--- src/rtl/swl_pkg.sv ---
package swl_pkg;
  localparam int WORD_W   = 32;
  localparam int N_WORDS  = 3;
  localparam int ENTRY_W  = WORD_W * N_WORDS;
  localparam int N_PORTS  = 3;

  typedef enum logic [1:0] {
    PS_OFF   = 2'd0,
    PS_BLOCK = 2'd1,
    PS_LEARN = 2'd2,
    PS_FWD   = 2'd3
  } port_state_e;

  localparam logic [1:0] TY_FREE  = 2'd0;
  localparam logic [1:0] TY_ADDR  = 2'd1;
  localparam logic [1:0] TY_VLAN  = 2'd2;
  localparam logic [1:0] TY_VADDR = 2'd3;

  function automatic logic [1:0] ent_type(input logic [ENTRY_W-1:0] e);
    return e[61:60];
  endfunction

  function automatic logic [47:0] ent_mac(input logic [ENTRY_W-1:0] e);
    return e[47:0];
  endfunction

  function automatic logic ent_is_mcast(input logic [ENTRY_W-1:0] e);
    return e[40];
  endfunction

  function automatic logic ent_blocked(input logic [ENTRY_W-1:0] e);
    return e[65];
  endfunction

  function automatic logic [1:0] ent_port(input logic [ENTRY_W-1:0] e);
    return e[67:66];
  endfunction

  function automatic logic [N_PORTS-1:0] ent_pmask(input logic [ENTRY_W-1:0] e);
    return e[68:66];
  endfunction
endpackage

--- src/rtl/swl_table.sv ---
module swl_table
  import swl_pkg::*;
#(
  parameter int N_ENTRIES = 16,
  localparam int IDX_W = (N_ENTRIES > 1) ? $clog2(N_ENTRIES) : 1
) (
  input  logic               clk,
  input  logic               rst,
  input  logic               clr_start,
  input  logic               st_en,
  input  logic [IDX_W-1:0]   st_idx,
  input  logic [ENTRY_W-1:0] st_data,
  input  logic [IDX_W-1:0]   rd_idx_a,
  output logic [ENTRY_W-1:0] rd_data_a,
  input  logic [IDX_W-1:0]   rd_idx_b,
  output logic [ENTRY_W-1:0] rd_data_b,
  output logic               clr_busy
);
  localparam logic [IDX_W-1:0] LAST_IDX = IDX_W'(N_ENTRIES - 1);

  logic [ENTRY_W-1:0] mem [N_ENTRIES];
  logic [IDX_W-1:0]   clr_idx;
  logic               wr_en;
  logic [IDX_W-1:0]   wr_idx;
  logic [ENTRY_W-1:0] wr_data;

  // wipe owns the single write port while it runs
  always_comb begin
    wr_en   = clr_busy | st_en;
    wr_idx  = clr_busy ? clr_idx : st_idx;
    wr_data = clr_busy ? '0 : st_data;
  end

  always_ff @(posedge clk) begin
    if (wr_en) mem[wr_idx] <= wr_data;
  end

  assign rd_data_a = mem[rd_idx_a];
  assign rd_data_b = mem[rd_idx_b];

  always_ff @(posedge clk) begin
    if (rst) begin
      clr_busy <= 1'b1;
      clr_idx  <= '0;
    end else if (clr_busy) begin
      if (clr_idx == LAST_IDX) clr_busy <= 1'b0;
      else                     clr_idx  <= clr_idx + 1'b1;
    end else if (clr_start) begin
      clr_busy <= 1'b1;
      clr_idx  <= '0;
    end
  end
endmodule

--- src/rtl/swl_port_ctl.sv ---
module swl_port_ctl
  import swl_pkg::*;
(
  input  logic                 clk,
  input  logic                 rst,
  input  logic                 we,
  input  logic [1:0]           sel,
  input  logic [1:0]           state_in,
  output logic [2*N_PORTS-1:0] states,
  output logic [N_PORTS-1:0]   fwd_set
);
  for (genvar p = 0; p < N_PORTS; p++) begin : g_port
    port_state_e st;
    always_ff @(posedge clk) begin
      if (rst)                          st <= PS_OFF;
      else if (we && sel == 2'(p))      st <= port_state_e'(state_in);
    end
    assign states[2*p +: 2] = st;
    assign fwd_set[p]       = (st == PS_FWD);
  end
endmodule

--- src/rtl/swl_search.sv ---
module swl_search
  import swl_pkg::*;
#(
  parameter int N_ENTRIES = 16,
  localparam int IDX_W = (N_ENTRIES > 1) ? $clog2(N_ENTRIES) : 1
) (
  input  logic               clk,
  input  logic               rst,
  input  logic               req,
  input  logic [47:0]        mac,
  input  logic [1:0]         ingress,
  input  logic               eng_en,
  input  logic               hold,
  input  logic [N_PORTS-1:0] fwd_set,
  input  logic [ENTRY_W-1:0] ent,
  output logic [IDX_W-1:0]   idx,
  output logic               busy,
  output logic               scanning,
  output logic [1:0]         lat_ing,
  output logic               done,
  output logic               hit,
  output logic [N_PORTS-1:0] mask
);
  localparam logic [IDX_W-1:0] LAST_IDX = IDX_W'(N_ENTRIES - 1);

  typedef enum logic [1:0] {SR_IDLE, SR_WAIT, SR_SCAN} sr_state_e;
  sr_state_e           state;
  logic [47:0]         lat_mac;
  logic                match;
  logic [N_PORTS-1:0]  hit_mask;
  logic [N_PORTS-1:0]  flood_mask;
  logic                unused_fields;

  assign unused_fields = ^{ent[ENTRY_W-1:69], ent[64:62], ent[59:48]};

  always_comb begin
    match = ((ent_type(ent) == TY_ADDR) || (ent_type(ent) == TY_VADDR)) &&
            (ent_mac(ent) == lat_mac);
    if (ent_is_mcast(ent))
      hit_mask = ent_pmask(ent) & fwd_set;
    else if (ent_blocked(ent))
      hit_mask = '0;
    else
      hit_mask = (N_PORTS'(1) << ent_port(ent)) & fwd_set;
    flood_mask = fwd_set & ~(N_PORTS'(1) << lat_ing);
  end

  assign busy     = (state != SR_IDLE);
  assign scanning = (state == SR_SCAN);

  always_ff @(posedge clk) begin
    if (rst) begin
      state   <= SR_IDLE;
      idx     <= '0;
      lat_mac <= '0;
      lat_ing <= '0;
      done    <= 1'b0;
      hit     <= 1'b0;
      mask    <= '0;
    end else begin
      done <= 1'b0;
      unique case (state)
        SR_IDLE: if (req) begin
          lat_mac <= mac;
          lat_ing <= ingress;
          idx     <= '0;
          state   <= hold ? SR_WAIT : SR_SCAN;
        end
        SR_WAIT: if (!hold) state <= SR_SCAN;
        SR_SCAN: begin
          if (hold) begin
            idx   <= '0;
            state <= SR_WAIT;
          end else if (!eng_en) begin
            done  <= 1'b1;
            hit   <= 1'b0;
            mask  <= '0;
            state <= SR_IDLE;
          end else if (match) begin
            done  <= 1'b1;
            hit   <= 1'b1;
            mask  <= hit_mask;
            state <= SR_IDLE;
          end else if (idx == LAST_IDX) begin
            done  <= 1'b1;
            hit   <= 1'b0;
            mask  <= flood_mask;
            state <= SR_IDLE;
          end else begin
            idx <= idx + 1'b1;
          end
        end
        default: state <= SR_IDLE;
      endcase
    end
  end
endmodule

--- src/rtl/swl_engine.sv ---
module swl_engine
  import swl_pkg::*;
#(
  parameter int N_ENTRIES = 16,
  parameter int ADDR_W    = 8
) (
  input  logic              clk,
  input  logic              rst,
  input  logic              reg_we,
  input  logic              reg_re,
  input  logic [ADDR_W-1:0] reg_addr,
  input  logic [31:0]       reg_wdata,
  output logic [31:0]       reg_rdata,
  input  logic              lk_req,
  input  logic [47:0]       lk_mac,
  input  logic [1:0]        lk_ingress,
  output logic              lk_busy,
  output logic              lk_done,
  output logic              lk_hit,
  output logic [2:0]        lk_mask
);
  localparam int IDX_W    = (N_ENTRIES > 1) ? $clog2(N_ENTRIES) : 1;
  localparam int OFS_CTRL = 'h08;
  localparam int OFS_TCTL = 'h20;
  localparam int OFS_WRD0 = 'h34;
  localparam int OFS_PRT0 = 'h40;

  logic                 eng_en, mode_flag;
  logic                 clr_busy, clr_start;
  logic                 ctrl_we, tctl_we, st_en;
  logic [IDX_W-1:0]     tbl_idx, scan_idx;
  logic [ENTRY_W-1:0]   stage, rd_a, rd_b;
  logic                 port_we;
  logic [1:0]           port_sel;
  logic [2*N_PORTS-1:0] port_st;
  logic [N_PORTS-1:0]   fwd_set;
  logic                 scanning;
  logic [1:0]           lat_ing;
  logic [31:0]          rd_mux;

  assign ctrl_we   = reg_we && (reg_addr == ADDR_W'(OFS_CTRL));
  assign tctl_we   = reg_we && (reg_addr == ADDR_W'(OFS_TCTL));
  assign clr_start = ctrl_we && reg_wdata[30] && !clr_busy;
  assign st_en     = tctl_we && reg_wdata[31] && !clr_busy;

  always_comb begin
    port_we  = 1'b0;
    port_sel = '0;
    for (int p = 0; p < N_PORTS; p++) begin
      if (reg_we && reg_addr == ADDR_W'(OFS_PRT0 + 4*p)) begin
        port_we  = 1'b1;
        port_sel = 2'(p);
      end
    end
  end

  always_ff @(posedge clk) begin
    if (rst) begin
      eng_en    <= 1'b0;
      mode_flag <= 1'b0;
      tbl_idx   <= '0;
      stage     <= '0;
    end else begin
      if (ctrl_we) begin
        eng_en    <= reg_wdata[31];
        mode_flag <= reg_wdata[2];
      end
      if (tctl_we) begin
        tbl_idx <= reg_wdata[IDX_W-1:0];
        if (!reg_wdata[31]) stage <= rd_a;
      end
      for (int w = 0; w < N_WORDS; w++) begin
        if (reg_we && reg_addr == ADDR_W'(OFS_WRD0 + 4*w))
          stage[ENTRY_W-1-WORD_W*w -: WORD_W] <= reg_wdata;
      end
    end
  end

  always_comb begin
    rd_mux = '0;
    if (reg_addr == ADDR_W'(OFS_CTRL))
      rd_mux = {eng_en, clr_busy, 27'd0, mode_flag, 2'd0};
    if (reg_addr == ADDR_W'(OFS_TCTL))
      rd_mux = 32'(tbl_idx);
    for (int w = 0; w < N_WORDS; w++)
      if (reg_addr == ADDR_W'(OFS_WRD0 + 4*w))
        rd_mux = stage[ENTRY_W-1-WORD_W*w -: WORD_W];
    for (int p = 0; p < N_PORTS; p++)
      if (reg_addr == ADDR_W'(OFS_PRT0 + 4*p))
        rd_mux = {30'd0, port_st[2*p +: 2]};
  end

  always_ff @(posedge clk) begin
    if (rst)         reg_rdata <= '0;
    else if (reg_re) reg_rdata <= rd_mux;
  end

  swl_table #(.N_ENTRIES(N_ENTRIES)) i_table (
    .clk(clk), .rst(rst), .clr_start(clr_start),
    .st_en(st_en), .st_idx(reg_wdata[IDX_W-1:0]), .st_data(stage),
    .rd_idx_a(reg_wdata[IDX_W-1:0]), .rd_data_a(rd_a),
    .rd_idx_b(scan_idx), .rd_data_b(rd_b),
    .clr_busy(clr_busy)
  );

  swl_port_ctl i_ports (
    .clk(clk), .rst(rst), .we(port_we), .sel(port_sel),
    .state_in(reg_wdata[1:0]), .states(port_st), .fwd_set(fwd_set)
  );

  swl_search #(.N_ENTRIES(N_ENTRIES)) i_search (
    .clk(clk), .rst(rst), .req(lk_req), .mac(lk_mac), .ingress(lk_ingress),
    .eng_en(eng_en), .hold(clr_busy | clr_start), .fwd_set(fwd_set),
    .ent(rd_b), .idx(scan_idx), .busy(lk_busy), .scanning(scanning),
    .lat_ing(lat_ing), .done(lk_done), .hit(lk_hit), .mask(lk_mask)
  );
endmodule

--- config.mk ---
export PLATFORM = sky130hd
export DESIGN_NAME = swl_engine
export DESIGN_NICKNAME = d
export VERILOG_FILES = /design/src/rtl/swl_pkg.sv /design/src/rtl/swl_table.sv /design/src/rtl/swl_port_ctl.sv /design/src/rtl/swl_search.sv /design/src/rtl/swl_engine.sv
export SDC_FILE = /design/constraint.sdc
export NUM_CORES = 2
export LEC_CHECK = 0
export BUFFER_PORTS_ARGS = -buffer_cell sky130_fd_sc_hd__buf_2
export CELL_PAD_IN_SITES_DETAIL_PLACEMENT = 0
export CELL_PAD_IN_SITES_GLOBAL_PLACEMENT = 1
export CORE_MARGIN = 2
export CORE_UTILIZATION = 30
export CTS_BUF_LIST = sky130_fd_sc_hd__clkbuf_4 sky130_fd_sc_hd__clkbuf_8 sky130_fd_sc_hd__clkbuf_16
export CTS_CLUSTER_DIAMETER = 80
export DETAILED_ROUTE_END_ITERATION = 16
export PLACE_DENSITY_LB_ADDON = 0.1
export SYNTH_ARGS = -nofsm -noshare
export SYNTH_HDL_FRONTEND = slang
export SYNTH_SLANG_ARGS = --single-unit
export TNS_END_PERCENT = 10
--- constraint.sdc ---
create_clock -name clk -period 11.25 [get_ports clk]
set_clock_uncertainty 0.15 [all_clocks]
set_input_delay 2.8125 -clock clk [delete_from_list [all_inputs] [get_ports clk]]
set_output_delay 2.8125 -clock clk [all_outputs]
set_load 0.05 [all_outputs]
[Word level (Yosys, flattened, before mapping)]
Memory sizes are Yosys's and may differ from the RTL's. A register that Yosys moved wholly into a read port is not among the register bits.
Cells that the tools add are included.
Word-level totals
  flip-flop bits (word level): 206
  memories kept: 1
  input port bits: 95
  word-level logic and storage cells: 153
  memory bits (writable): 1536
  output and inout bits: 38
Cells by class
  eq/ne operators: 31
  reductions and logical operators: 35
  multiplexer cells: 55
  add/sub/neg operators: 2
  bitwise operators: 8
  shift operators: 2
Memory list
  i_table.mem: depth 16, width 96, rd ports 2, clocked after Yosys merged registers in 1, wr ports 1, line swl_table.sv:21  | logic [ENTRY_W-1:0] mem [N_ENTRIES];
Operator list (number)
  32-bit two-way mux: 11
  96-bit two-way mux: 3
  48-bit == test: 1
  4-bit two-way mux: 11
  8-bit by 6-bit == test with 1-bit output, second input constant: 4
  8-bit by 7-bit == test with 1-bit output, second input constant: 3
  1-bit logical AND: 16
  2-bit two-way mux: 8
  1-bit two-way mux: 15
  3-bit two-way mux: 5
  2-bit == test, second input constant: 6
  2-bit nonzero test: 6
  2-bit AND reduction: 5
  3-bit bitwise AND: 3
  3-bit by 2-bit != test with 1-bit output, second input constant: 3
  4-bit by 1-bit adder with 4-bit output, second input constant: 2
  4-bit == test, second input constant: 2
  8-bit by 4-bit == test with 1-bit output, second input constant: 1
  4-bit one-hot mux with 2 select lines: 1
  2-bit by 1-bit == test with 1-bit output, second input constant: 3
  2-bit by 1-bit != test with 1-bit output, second input constant: 3
  2-bit != test, second input constant: 3
  2-bit one-hot mux with 3 select lines: 1
  3-bit AND reduction: 2
  11 further kinds: 15

[Longest topological paths before layout]
  depth in word-level cells: 9
  gate-level depth with buffers: 18
  depth with buffers taken out: 10

[By module]
A second synthesis with hierarchy kept.
Unflattened totals
  cell total of the unflattened synthesis: 4508
  area, all modules: 79274.8 µm²
Modules (own cells, without submodules)
  swl_table: sequential area each 46224.3 µm², area each 69551.7 µm², cells an instance 3314, instances 1
  swl_engine: sequential area each 2682.6 µm², area each 6523.8 µm², cells an instance 803, instances 1
  swl_search: sequential area each 1221.2 µm², area each 2922.8 µm², cells an instance 365, instances 1
  swl_port_ctl: sequential area each 120.1 µm², area each 276.5 µm², cells an instance 26, instances 1

[Worst setup path after synthesis]
OpenSTA, ideal clock, no wires.
  path type: input port to flip-flop
  start point: input port reg_wdata[1]
  end point: memory i_table.mem[2][0] (netlist bit) (enable)
  library setup time: 0.552 ns
  stages: 8
  path buffers: 5
  slack: 1.843 ns
  data required time: 10.548 ns
  arrival: 8.705 ns
  path through: clkbuf_1 > clkbuf_1 > clkbuf_1 > clkbuf_1 > clkbuf_1 > mux2i_1 > o21bai_1 > nor2_1
On the way
  word-level cells in the longest chain between the ends: 1
RTL lines
  start, declared: line swl_engine.sv:12  | input logic [31:0] reg_wdata,
  4-bit two-way mux: line swl_table.sv:30  | wr_idx = clr_busy ? clr_idx : st_idx;
  end, declared: line swl_table.sv:21
No other way between the ends.

[Worst setup path in the final report]
  start point: input port reg_addr[3]
  end point: memory i_table.mem[11][72] (netlist bit) (enable)
On the way
  word-level cells in the longest chain between the ends: 7
RTL lines
  start, declared: line swl_engine.sv:11  | input logic [ADDR_W-1:0] reg_addr,
  8-bit by 6-bit == test with 1-bit output: line swl_engine.sv:42  | assign tctl_we = reg_we && (reg_addr == ADDR_W'(OFS_TCTL));
  1-bit logical AND: line swl_engine.sv:42
  1-bit logical AND (2 in a row): line swl_engine.sv:44  | assign st_en = tctl_we && reg_wdata[31] && !clr_busy;
  1-bit bitwise OR: line swl_table.sv:29  | wr_en = clr_busy | st_en;
  1-bit two-way mux: line swl_table.sv:35  | if (wr_en) mem[wr_idx] <= wr_data;
  1-bit two-way mux (implied by the code): line swl_table.sv:35
No other way between the ends.

==> summary.md <==
| Metric | Value |
|---|---|
| Placer Congestion | `0.797` |
| Clk Latency, worst-skew pair | `0.86 ns` |
| First-pass GRT wire length | `376 mm` |
| Cell Count Post-Placement | `7,525` |
| Setup_tns | `0 ns` |
| Result of the run | `completed` |
| Data required, critical path | `11.57 ns` |
| Share of cells above drive strength 1 | `28.3%` |
| Number of buffers added by the clock tree synthesis step | `202` |
| Half-perimeter wire length after detailed placement | `167 mm` |
| Syn. warnings | `0` |
| Slew HR | `4.72%` |
| Initial Utilization | `30.1%` |
| Drt first-iter violations | `4,649` |
| Setup violators final | `0` |
| Largest fanout on the critical path | `30` |
| Cell depth of the worst setup path | `10` |
| Average via count per standard cell | `5.43` |
| Die W | `505 um` |
| Period utilisation layout | `61.5%` |
| Total cell area at the placement stage | `80,200 sq um` |
| Number of nets with antenna violations after routing | `0` |
| Overall Global Routing Usage | `21.2%` |
| Post-synth EDFFs | `1,536` |
| Final-stage net count | `4,478` |
| CP endpoint kind | `register` |
| Initial antenna violation count | `20` |
| Cell depth of the worst flop-to-flop path | `14` |
| Critical path start-end classification | `primary input to register` |
| Final-report max-slew violation count | `0` |
| Routed wire length per instance | `34.6 um` |
| DRC | `0` |
| Maximum resistive drop on vdd | `0.134 mV` |
| Worst Path Buf+Inv | `3` |
| Peak Freq | `145 MHz` |
| Global-route congestion overflow total | `0` |
| Cell count after synthesis | `4,242` |
| Count of standard-cell rows | `184` |
| # H-tree levels | `4` |
| Bufs on Longest Clock Path | `3` |
| Number of nets in the synthesized netlist | `4,339` |
| Io pins | `133` |
| Layout Cells excl Fill | `7,915` |
| Clock tree from TritonCTS | `built` |
| Period minus WS final | `6.92 ns` |
| Final Util | `34.8%` |
| Crit path arrival time | `7.24 ns` |
| Detailed Routing Iterations Pass 1 | `6` |
| Post-Synthesis Mean Instance Area | `17.8 sq um` |
| Clock transition time at the flip-flop clock pins of the worst setup and hold paths | `0.06 ns` |
| Cell area power density | `170 nW/um^2` |
| Post CTS Setup Buffer Count | `0` |
| Actual transition at the worst max-transition pin | `1.43 ns` |
| Unrepaired setup endpoints after global routing | `no` |
| Share of synthesized flip-flops with an asynchronous set or reset | `0%` |
| Design Area, Final | `87,100 sq um` |
| Count of state elements after synthesis | `1,746` |
| Worst slack on hold paths | `0.316 ns` |
| Floorplan Core Area | `250,000 sq um` |
| Critical-path cell with the highest stage delay | `sky130_fd_sc_hd__nor4b_2` |
| Cell seen most often among critical-path stages | `sky130_fd_sc_hd__buf_4` |
| DRT Wirelength | `274 mm` |
| Number of global-route vias before repair | `43,800` |
| Distinct cell type count after synthesis | `76` |
| Maximum number of pins on one net before global-route repair | `122` |
| Via count | `43,000` |
| Number of maximum-capacitance violations | `0` |
| Sort of element at the start of the critical path | `primary input` |
| Largest delay share family, worst path | `simple AND/OR/NAND/NOR gates` |
| Number of hold buffers added after cts | `0` |
| Hold Fails Final Rpt | `0` |
| Area of the mapped netlist | `75,400 sq um` |
| Fraction of the yosys area taken by sequential cells | `66.8%` |
| Worst Hold Path Cells | `2` |
| Critical path cell sequence | `buf_2 -> or3_1 -> nor4b_2 -> and2_0 -> nand3_1 -> o21ai_0 -> nand2b_1 -> nor2_4 -> buf_4 -> buf_4` |
| Die outline area | `255,000 sq um` |
| P&R area growth vs syn | `15.6%` |
| CTS root buf | `sky130_fd_sc_hd__clkbuf_16` |
| Cts repair resizes | `0` |
| Vertical die dimension | `505 um` |
| Static leakage | `29.4 nW` |
| Total clock sinks | `1,746` |
| Most used flip-flop cell after synthesis | `sky130_fd_sc_hd__edfxtp_1` |
| Worst hold path type | `register to register` |
| I/O Buffers | `132` |
| Critical path's largest stage delay | `0.73 ns` |
[report_power, final]
| group | total (mW) | internal, mW | switching [mW] |
|---|---|---|---|
| clock | 6.79 | 4.01 | 2.79 |
| combinational | 0.813 | 0.292 | 0.521 |
| sequential | 7.17 | 7.10 | 0.0661 |
[kinds of logic after synthesis]
| kind of cell | share of synthesized area (%) |
|---|---|
| AND/OR/NAND/NOR | 4.97 |
| adder cells (fa/ha/maj) | 0.0332 |
| flip-flops | 66.8 |
| XOR/XNOR | 0.535 |
| buffers and inverters | 2.02 |
| AO/OA/AOI/OAI | 4.63 |
| multiplexers | 21.0 |
[placed cells by master, fill, tap and decap left out, types with 9 or more instances in the layout]
master / synthesis / layout
sky130_fd_sc_hd__nor2b_1: 123 / 107
sky130_fd_sc_hd__a211oi_1: 75 / 75
sky130_fd_sc_hd__nor2_4: 0 / 22
sky130_fd_sc_hd__buf_12: 1 / 17
sky130_fd_sc_hd__clkbuf_4: 0 / 48
sky130_fd_sc_hd__mux2i_1: 187 / 187
sky130_fd_sc_hd__buf_4: 15 / 100
sky130_fd_sc_hd__nand3_1: 68 / 68
sky130_fd_sc_hd__clkinv_2: 0 / 29
sky130_fd_sc_hd__buf_2: 37 / 126
sky130_fd_sc_hd__mux2_2: 42 / 42
sky130_fd_sc_hd__nand4_1: 11 / 11
sky130_fd_sc_hd__inv_1: 15 / 13
sky130_fd_sc_hd__clkinv_1: 1 / 37
sky130_fd_sc_hd__clkbuf_16: 0 / 203
sky130_fd_sc_hd__o22ai_1: 25 / 25
sky130_fd_sc_hd__a221oi_1: 27 / 27
sky130_fd_sc_hd__nor2b_2: 0 / 15
sky130_fd_sc_hd__edfxtp_1: 1536 / 1536
sky130_fd_sc_hd__nand2b_1: 12 / 11
sky130_fd_sc_hd__a21oi_1: 92 / 92
sky130_fd_sc_hd__mux4_2: 590 / 590
sky130_fd_sc_hd__diode_2: 0 / 9
sky130_fd_sc_hd__a31oi_1: 17 / 17
sky130_fd_sc_hd__nand2_1: 288 / 285
sky130_fd_sc_hd__a22oi_1: 50 / 50
sky130_fd_sc_hd__a222oi_1: 30 / 30
sky130_fd_sc_hd__a311oi_1: 63 / 63
sky130_fd_sc_hd__xnor2_1: 20 / 20
sky130_fd_sc_hd__o21ai_0: 37 / 37
sky130_fd_sc_hd__clkbuf_8: 5 / 26
sky130_fd_sc_hd__nor2_1: 221 / 199
sky130_fd_sc_hd__xor2_1: 26 / 26
sky130_fd_sc_hd__bufinv_16: 0 / 17
sky130_fd_sc_hd__nor4_1: 14 / 14
sky130_fd_sc_hd__nor3_1: 19 / 19
sky130_fd_sc_hd__and3_1: 12 / 12
sky130_fd_sc_hd__dfxtp_1: 210 / 205
[worst reg2reg max path, stage by stage (launching register included)]
cell                        delay, ns
sky130_fd_sc_hd__dfxtp_4         0.71
sky130_fd_sc_hd__buf_4           0.66
sky130_fd_sc_hd__buf_4           0.72
sky130_fd_sc_hd__nor2b_1         0.31
sky130_fd_sc_hd__buf_4           0.27
sky130_fd_sc_hd__a22oi_1         0.12
sky130_fd_sc_hd__o21ai_0         0.18
sky130_fd_sc_hd__xor2_1          0.27
sky130_fd_sc_hd__a41oi_1         0.21
sky130_fd_sc_hd__a2111oi_1       0.31
sky130_fd_sc_hd__buf_4           0.21
sky130_fd_sc_hd__or4b_1          0.57
sky130_fd_sc_hd__or3_1           0.73
sky130_fd_sc_hd__mux2_4          0.45
sky130_fd_sc_hd__a32o_1          0.20
[final cells by class]
type                    instances  area (sq um)
flip-flops and latches       1746         50300
multi-input cells            2166         23800
clock inverters               104          1130
inverters                      17          63.8
well taps                    3348          4190
fillers                     23800        163000
diodes                          9          22.5
repair buffers                248          1800
clock buffers                 277          5800
[synthesized netlist by cell type, drive strengths merged, types with 11 or more instances]
master / number / share of area [%]
a222oi: 30 / 0.40
nor2b: 123 / 1.0
nor2: 221 / 1.1
mux2i: 187 / 2.5
buf: 125 / 0.93
xnor2: 20 / 0.23
nor3: 20 / 0.14
edfxtp: 1536 / 61
nand2: 288 / 1.4
nor4: 14 / 0.12
a211oi: 75 / 0.75
o22ai: 25 / 0.21
o21ai: 37 / 0.25
a221oi: 27 / 0.31
and3: 12 / 0.10
a21oi: 92 / 0.61
dfxtp: 210 / 5.6
xor2: 26 / 0.30
nand4: 11 / 0.091
mux4: 598 / 18
a31oi: 17 / 0.14
a311oi: 63 / 0.73
clkbuf: 188 / 1.0
mux2: 43 / 0.65
nand3: 68 / 0.45
a22oi: 50 / 0.50
inv: 16 / 0.080
nand2b: 12 / 0.10
[flip-flops by register name, summed over array words and instances, names as in the netlist, named ones only]
signal,count
i_search.state,2
i_search.hit,1
tbl_idx,4
i_search.mask,3
i_search.lat_ing,2
i_ports.g_port.st,6
mode_flag,1
i_table.clr_idx,4
i_search.done,1
reg_rdata,32
i_table.mem,1536
stage,96
i_table.clr_busy,1
i_search.idx,4
i_search.lat_mac,48
eng_en,1
[metal layers]
layer  part of all wire (%)  vias to the layer above  routed length [um]  GRT usage, %
met5                      0                        -                   0             0
met3                    5.3                      274               14400          3.06
met4                    2.2                        0                5930          4.90
li1                       -                    17800                   -             -
met1                     45                    23500              124000          30.4
met2                     47                     1362              129000          33.8
[through the flow]
step                worst slack, ns  total power [mW]
global placement               3.48              8.14
CTS                            4.37              15.0
finish                         4.33              14.8
global route                   4.14              15.2
detailed placement             3.50              8.14
floorplan                      1.84              7.77
[final timing paths]
kind / startpoint / end / slack [ns]
max: reg_addr[3] / i_table.mem[11][72] / 4.33
min: tbl_idx[3] / tbl_idx[3] / 0.32
max reg2reg: register / i_search.mask[1] / 5.07
min reg2reg: tbl_idx[3] / tbl_idx[3] / 0.32
(Power assumes the default switching activity.)
